`config.mk`:
```
export PLATFORM = sky130hd
export DESIGN_NAME = btrace_logger
export DESIGN_NICKNAME = d
export VERILOG_FILES = /design/src/rtl/btrace_pkg.sv /design/src/rtl/btrace_filter.sv /design/src/rtl/btrace_wrctl.sv /design/src/rtl/btrace_store.sv /design/src/rtl/btrace_logger.sv
export SDC_FILE = /design/constraint.sdc
export NUM_CORES = 1
export LEC_CHECK = 0
export BUFFER_PORTS_ARGS = -buffer_cell sky130_fd_sc_hd__buf_2
export CAP_MARGIN = 20
export CORE_ASPECT_RATIO = 1.75
export CORE_UTILIZATION = 65
export CTS_BUF_LIST = sky130_fd_sc_hd__clkbuf_2
export CTS_CLUSTER_SIZE = 12
export DETAILED_ROUTE_END_ITERATION = 8
export HOLD_SLACK_MARGIN = 0.15
export PLACE_DENSITY = 0.85
export SYNTH_ARGS = -nofsm -noshare
export SYNTH_HDL_FRONTEND = slang
export SYNTH_SLANG_ARGS = --single-unit
```
`constraint.sdc`:
```
create_clock -name clk -period 17 [get_ports clk]
set_clock_uncertainty 0.2 [all_clocks]
set_input_delay 1.7 -clock clk [delete_from_list [all_inputs] [get_ports clk]]
set_output_delay 1.7 -clock clk [all_outputs]
set_load 0.05 [all_outputs]
```
`src/rtl/btrace_pkg.sv`:
```
package btrace_pkg;

   localparam int CTRL_W      = 8;
   localparam int CB_STOP     = 4;
   localparam int CB_DROP_SUP = 5;
   localparam int CB_DROP_USR = 6;

   localparam int STS_W       = 2;
   localparam int SB_FULL     = 0;
   localparam int SB_IRQ      = 1;

   typedef enum logic {
      FILL_WRAP = 1'b0,
      FILL_STOP = 1'b1
   } fill_mode_e;

   function automatic logic keep_record(input logic is_sup,
                                        input logic drop_sup,
                                        input logic drop_usr);
      return is_sup ? !drop_sup : !drop_usr;
   endfunction

endpackage

```
`src/rtl/btrace_filter.sv`:
```
module btrace_filter #(
   parameter int PW = 2
) (
   input  logic [PW-1:0] priv,
   input  logic          drop_sup,
   input  logic          drop_usr,
   output logic          keep
);
   import btrace_pkg::*;

   logic is_sup;

   always_comb begin
      is_sup = (priv == '0);
      keep   = keep_record(is_sup, drop_sup, drop_usr);
   end

endmodule

```
`src/rtl/btrace_wrctl.sv`:
```
module btrace_wrctl #(
   parameter int DEPTH = 8,
   parameter int IW    = $clog2(DEPTH)
) (
   input  logic                    clk,
   input  logic                    rst_n,
   input  logic                    push,
   input  logic                    clr_ptr,
   input  btrace_pkg::fill_mode_e  mode,
   input  logic                    ack_full,
   input  logic                    ack_irq,
   output logic [IW-1:0]           ptr,
   output logic                    full,
   output logic                    irq_pend,
   output logic                    ready,
   output logic                    wr_en
);
   import btrace_pkg::*;

   localparam logic [IW-1:0] LAST = IW'(DEPTH - 1);

   logic [IW-1:0] ptr_q, ptr_d;
   logic          full_q, full_d;
   logic          irq_q, irq_d;
   logic          at_last;
   logic          set_full;

   always_comb begin
      at_last  = (ptr_q == LAST);
      ready    = !(full_q && (mode == FILL_STOP));
      wr_en    = push && !clr_ptr;
      set_full = wr_en && at_last && (mode == FILL_STOP);

      ptr_d = ptr_q;
      if (clr_ptr)
         ptr_d = '0;
      else if (wr_en)
         ptr_d = at_last ? '0 : ptr_q + 1'b1;

      full_d = full_q;
      if (set_full)
         full_d = 1'b1;
      else if (clr_ptr || ack_full)
         full_d = 1'b0;

      irq_d = irq_q;
      if (set_full)
         irq_d = 1'b1;
      else if (ack_irq)
         irq_d = 1'b0;
   end

   always_ff @(posedge clk) begin
      if (!rst_n) begin
         ptr_q  <= '0;
         full_q <= 1'b0;
         irq_q  <= 1'b0;
      end else begin
         ptr_q  <= ptr_d;
         full_q <= full_d;
         irq_q  <= irq_d;
      end
   end

   assign ptr      = ptr_q;
   assign full     = full_q;
   assign irq_pend = irq_q;

endmodule

```
`src/rtl/btrace_store.sv`:
```
module btrace_store #(
   parameter int DEPTH   = 8,
   parameter int AW      = 32,
   parameter int PW      = 2,
   parameter bit RD_FLOP = 1'b0,
   parameter int IW      = $clog2(DEPTH)
) (
   input  logic          clk,
   input  logic          rst_n,
   input  logic          we,
   input  logic [IW-1:0] waddr,
   input  logic [AW-1:0] w_from,
   input  logic [AW-1:0] w_to,
   input  logic [PW-1:0] w_priv,
   input  logic [IW-1:0] raddr,
   output logic [AW-1:0] r_from,
   output logic [AW-1:0] r_to,
   output logic [PW-1:0] r_priv
);
   localparam int RW = 2 * AW + PW;

   logic [RW-1:0] mem_q [DEPTH];
   logic [RW-1:0] rd_word;

   always_ff @(posedge clk) begin
      if (!rst_n) begin
         for (int e = 0; e < DEPTH; e++)
            mem_q[e] <= '0;
      end else begin
         for (int e = 0; e < DEPTH; e++)
            if (we && (waddr == IW'(e)))
               mem_q[e] <= {w_from, w_to, w_priv};
      end
   end

   always_comb begin
      rd_word = '0;
      if (int'(raddr) < DEPTH)
         rd_word = mem_q[raddr];
   end

   generate
      if (RD_FLOP) begin : g_rd_flop
         logic [RW-1:0] rd_q;
         always_ff @(posedge clk) begin
            if (!rst_n)
               rd_q <= '0;
            else
               rd_q <= rd_word;
         end
         assign {r_from, r_to, r_priv} = rd_q;
      end else begin : g_rd_comb
         assign {r_from, r_to, r_priv} = rd_word;
      end
   endgenerate

endmodule

```
`src/rtl/btrace_logger.sv`:
```
module btrace_logger #(
   parameter int DEPTH   = 8,
   parameter int AW      = 32,
   parameter int PW      = 2,
   parameter bit RD_FLOP = 1'b0,
   parameter int IW      = $clog2(DEPTH)
) (
   input  logic                          clk,
   input  logic                          rst_n,
   input  logic                          msg_valid,
   output logic                          msg_ready,
   input  logic [AW-1:0]                 msg_from,
   input  logic [AW-1:0]                 msg_to,
   input  logic [PW-1:0]                 msg_priv,
   input  logic                          ctrl_wr,
   input  logic [btrace_pkg::CTRL_W-1:0] ctrl_wdata,
   output logic [btrace_pkg::CTRL_W-1:0] ctrl_q,
   input  logic                          sts_wr,
   input  logic [btrace_pkg::STS_W-1:0]  sts_wdata,
   output logic [btrace_pkg::STS_W-1:0]  sts_q,
   input  logic                          ptr_clr,
   output logic [IW-1:0]                 wr_ptr,
   input  logic [IW-1:0]                 rd_addr,
   output logic [AW-1:0]                 rd_from,
   output logic [AW-1:0]                 rd_to,
   output logic [PW-1:0]                 rd_priv,
   output logic                          irq
);
   import btrace_pkg::*;

   // elaboration-time parameter checks
   generate
      if (DEPTH < 2) begin : g_bad_depth
         $error("btrace_logger: DEPTH must be at least 2");
      end
      if (IW < $clog2(DEPTH)) begin : g_bad_iw
         $error("btrace_logger: IW too narrow for DEPTH");
      end
      if (AW < 1 || PW < 1) begin : g_bad_width
         $error("btrace_logger: AW and PW must be positive");
      end
   endgenerate

   // control register: stop-on-full, drop level-0, drop other levels
   logic       stop_q, dsup_q, dusr_q;
   logic       unused_ctrl_bits;

   assign unused_ctrl_bits = &{1'b0, ctrl_wdata[CTRL_W-1:CB_DROP_USR+1],
                               ctrl_wdata[CB_STOP-1:0]};

   always_ff @(posedge clk) begin
      if (!rst_n) begin
         stop_q <= 1'b0;
         dsup_q <= 1'b0;
         dusr_q <= 1'b0;
      end else if (ctrl_wr) begin
         stop_q <= ctrl_wdata[CB_STOP];
         dsup_q <= ctrl_wdata[CB_DROP_SUP];
         dusr_q <= ctrl_wdata[CB_DROP_USR];
      end
   end

   always_comb begin
      ctrl_q              = '0;
      ctrl_q[CB_STOP]     = stop_q;
      ctrl_q[CB_DROP_SUP] = dsup_q;
      ctrl_q[CB_DROP_USR] = dusr_q;
   end

   fill_mode_e mode;
   assign mode = stop_q ? FILL_STOP : FILL_WRAP;

   logic keep;
   logic push;
   logic wr_en;
   logic full;
   logic irq_pend;

   btrace_filter #(.PW(PW)) u_filter (
      .priv     (msg_priv),
      .drop_sup (dsup_q),
      .drop_usr (dusr_q),
      .keep     (keep)
   );

   assign push = msg_valid && msg_ready && keep;

   btrace_wrctl #(.DEPTH(DEPTH), .IW(IW)) u_wrctl (
      .clk      (clk),
      .rst_n    (rst_n),
      .push     (push),
      .clr_ptr  (ptr_clr),
      .mode     (mode),
      .ack_full (sts_wr && sts_wdata[SB_FULL]),
      .ack_irq  (sts_wr && sts_wdata[SB_IRQ]),
      .ptr      (wr_ptr),
      .full     (full),
      .irq_pend (irq_pend),
      .ready    (msg_ready),
      .wr_en    (wr_en)
   );

   btrace_store #(.DEPTH(DEPTH), .AW(AW), .PW(PW), .RD_FLOP(RD_FLOP), .IW(IW)) u_store (
      .clk    (clk),
      .rst_n  (rst_n),
      .we     (wr_en),
      .waddr  (wr_ptr),
      .w_from (msg_from),
      .w_to   (msg_to),
      .w_priv (msg_priv),
      .raddr  (rd_addr),
      .r_from (rd_from),
      .r_to   (rd_to),
      .r_priv (rd_priv)
   );

   always_comb begin
      sts_q          = '0;
      sts_q[SB_FULL] = full;
      sts_q[SB_IRQ]  = irq_pend;
   end

   assign irq = irq_pend;

endmodule

```
==> reports/qor.yml <==
fillers: 2146
hold_viol: 0
grt_overflow: 0
vias: 14200
dp_hpwl_um: 27500
status: "finished clean"
antenna_found_initial: 2
clk_pin_slew_worst_paths_ps: 110
ys.flop_type: "edfxtp_1"
multi_input_area_um2: 6400
synthDistinctLibCells: 22
synth_area_leader_cell: "edfxtp_1"
insertion_delay_ps: 1100
end_kind: "output pin"
core_um2: 35200
setup_violations: 0
grt_max_degree: 116
synth-async-reset-ratio_pct: 0
drtPass1Iterations: 7
cts_max_path_buffers: 3
ir_drop_mv: 0.0746
finalNonFillerCells: 2177
synthCells: 1459
postRouteWirelength_um: 54600
max-slew-margin-rel_pct: 25.8
fp.dieH_um: 252
slew_viol_final: 0
tightest_slew_ps: 1110
hold_path.class: "register to register"
critPathLaunchType: "primary input"
dp.cells: 1968
syn_area_per_cell_um2: 15.9
numCtsBuffers: 110
cts_num_sinks: 536
drt_iter0_markers: 1482
max_freq_mhz: 148
htree_levels: 3
critical_path.max_fanout: 63
die_area_um2: 36600
ys_warn_count: 0
root_buffer: "clkbuf_2"
avgRoutedWirePerCell_um: 25.1
fin_tns_setup_ps: 0
grt_pass1_vias: 14900
final_nets: 1707
worstSetupPathType: "primary input to output pin"
cts-resized-gates: 0
required_ps: 15100
ios: 166
die_w_um: 145
cts_hold_buf: 0
period_needed_ps: 6750
synth_top_area_share_pct: 68.2
viasPerCell: 6.54
grt_pass1_wl_um: 82800
drive_gt1_share_pct: 33.4
rsz0062_at_grt: "no"
powerDensity_nw_per_um2: 104
grt.total_usage_pct: 30.7
postCtsSetupBuffers: 0
drc: 0
seq_area_frac_synth_pct: 68.9
syn_to_final_growth_pct: 9.37
netlist_area_um2: 23200
initial_core_util_pct: 66.1
maxCapViolations: 0
total_leakage_power_uw: 0.00920
critPathArrivalTime_ps: 4850
period_share_pct: 39.7
synth_edf_count: 528
synth_seq_cells: 536
port_buffers: 155
cts_tree: "yes"
seqCellArea_um2: 16000
place_congestion: 0.743
rows: 91
ant_nets: 0
synth_area_leaders: "edfxtp_1 (68%), mux4_2 (13%), nor3_1 (8.5%)"
stage by stage:
step	setup slack (ps)	power [uW]	utilization [%]	cell area [um2]	hold WS (ps)
2_1_floorplan	9220	1790	-	23300	263
3_3_place_gp	10130	1860	69.0	24300	276
3_5_place_dp	10140	1870	69.1	24300	305
4_1_cts	10130	2650	72.2	25400	321
5_1_grt	9960	2720	72.3	25400	352
6_report	10250	2640	72.3	25400	315
Yosys cell counts, types with 8 or more instances:
| library cell | n |
|---|---|
| mux4_2 | 132 |
| inv_1 | 71 |
| dfxtp_1 | 8 |
| buf_2 | 47 |
| clkbuf_1 | 75 |
| nand2_1 | 78 |
| o21ai_0 | 10 |
| edfxtp_1 | 528 |
| buf_4 | 10 |
| mux2_2 | 66 |
| nor3_1 | 396 |
| buf_6 | 9 |
report_power, final:
group	internal (uW)	total, uW	switching (uW)
clock network	313	798	485
registers	1520	1530	17.6
logic	96.3	310	214
total	1920	2640	716
logic make-up after synthesis:
kind of cell | share of synthesized area, %
buffers and inverters | 4.16
multiplexers | 16.2
AND/OR/NAND/NOR | 10.1
AO/OA/AOI/OAI | 0.237
adder cells (fa/ha/maj) | 0.323
other | 0.0161
flip-flops | 68.9
path summary, 6_finish.rpt:
kind                                           startpoint                            endpoint  slack [ps]  depth (start not counted)
worst min register to register  u_wrctl.full$_SDFFE_PN0P_           u_wrctl.full$_SDFFE_PN0P_         310                          2
worst max register to register        dsup_q$_SDFFE_PN0P_  u_store.mem_q[5][38]$_SDFFCE_PN0P_       12700                          6
worst min-delay path            u_wrctl.full$_SDFFE_PN0P_           u_wrctl.full$_SDFFE_PN0P_         310                          2
worst max-delay path                           rd_addr[0]                         rd_from[30]       10250                          6
flip-flops by register name, indices dropped and copies added, names as in the netlist:
signal,count
dsup_q,1
u_wrctl.irq_pend,1
u_wrctl.full,1
u_store.mem_q,528
stop_q,1
dusr_q,1
u_wrctl.ptr,3
layer usage:
metal  up-vias  wire, um  track usage [%]  part of all wire, %
met4         0      2480             19.1                  4.5
met2      1037     28300             51.2                   52
met5         -         0                0                    0
met1      6958     18100             37.1                   33
met3       176      5740             6.30                   11
li1       6068         -                -                    -
cell usage in the layout (no fill, tap or decap), types with 2 or more instances in the layout:
cell type,count
edfxtp_1,528
nor3_1,396
clkbuf_2,157
buf_2,151
mux4_2,132
nand2_1,73
inv_1,70
mux2_2,66
clkinv_1,30
buf_4,28
clkinv_2,10
o21ai_4,8
dfxtp_1,8
mux2i_1,6
ha_1,6
nor2b_1,5
nand2_4,5
nand3_1,5
conb_1,5
inv_2,4
bufinv_16,4
diode_2,3
o21ai_0,2
buf_12,2
layout make-up:
cell class	instances	share of cell area, %
Clock inverter	48	1.19
Antenna cell	3	0.0295
Timing Repair Buffer	184	4.17
Inverter	71	1.05
Clock buffer	157	3.09
Sequential cell	536	63.0
Multi-Input combinational cell	713	25.2
Tap cell	465	2.29
critical path, cell delays in order:
cell and delay (ps):
buf_8 530, buf_4 740, buf_4 680, mux4_2 590, mux2_2 310, buf_2 220
No activity file was read; power rests on OpenSTA's default activity.
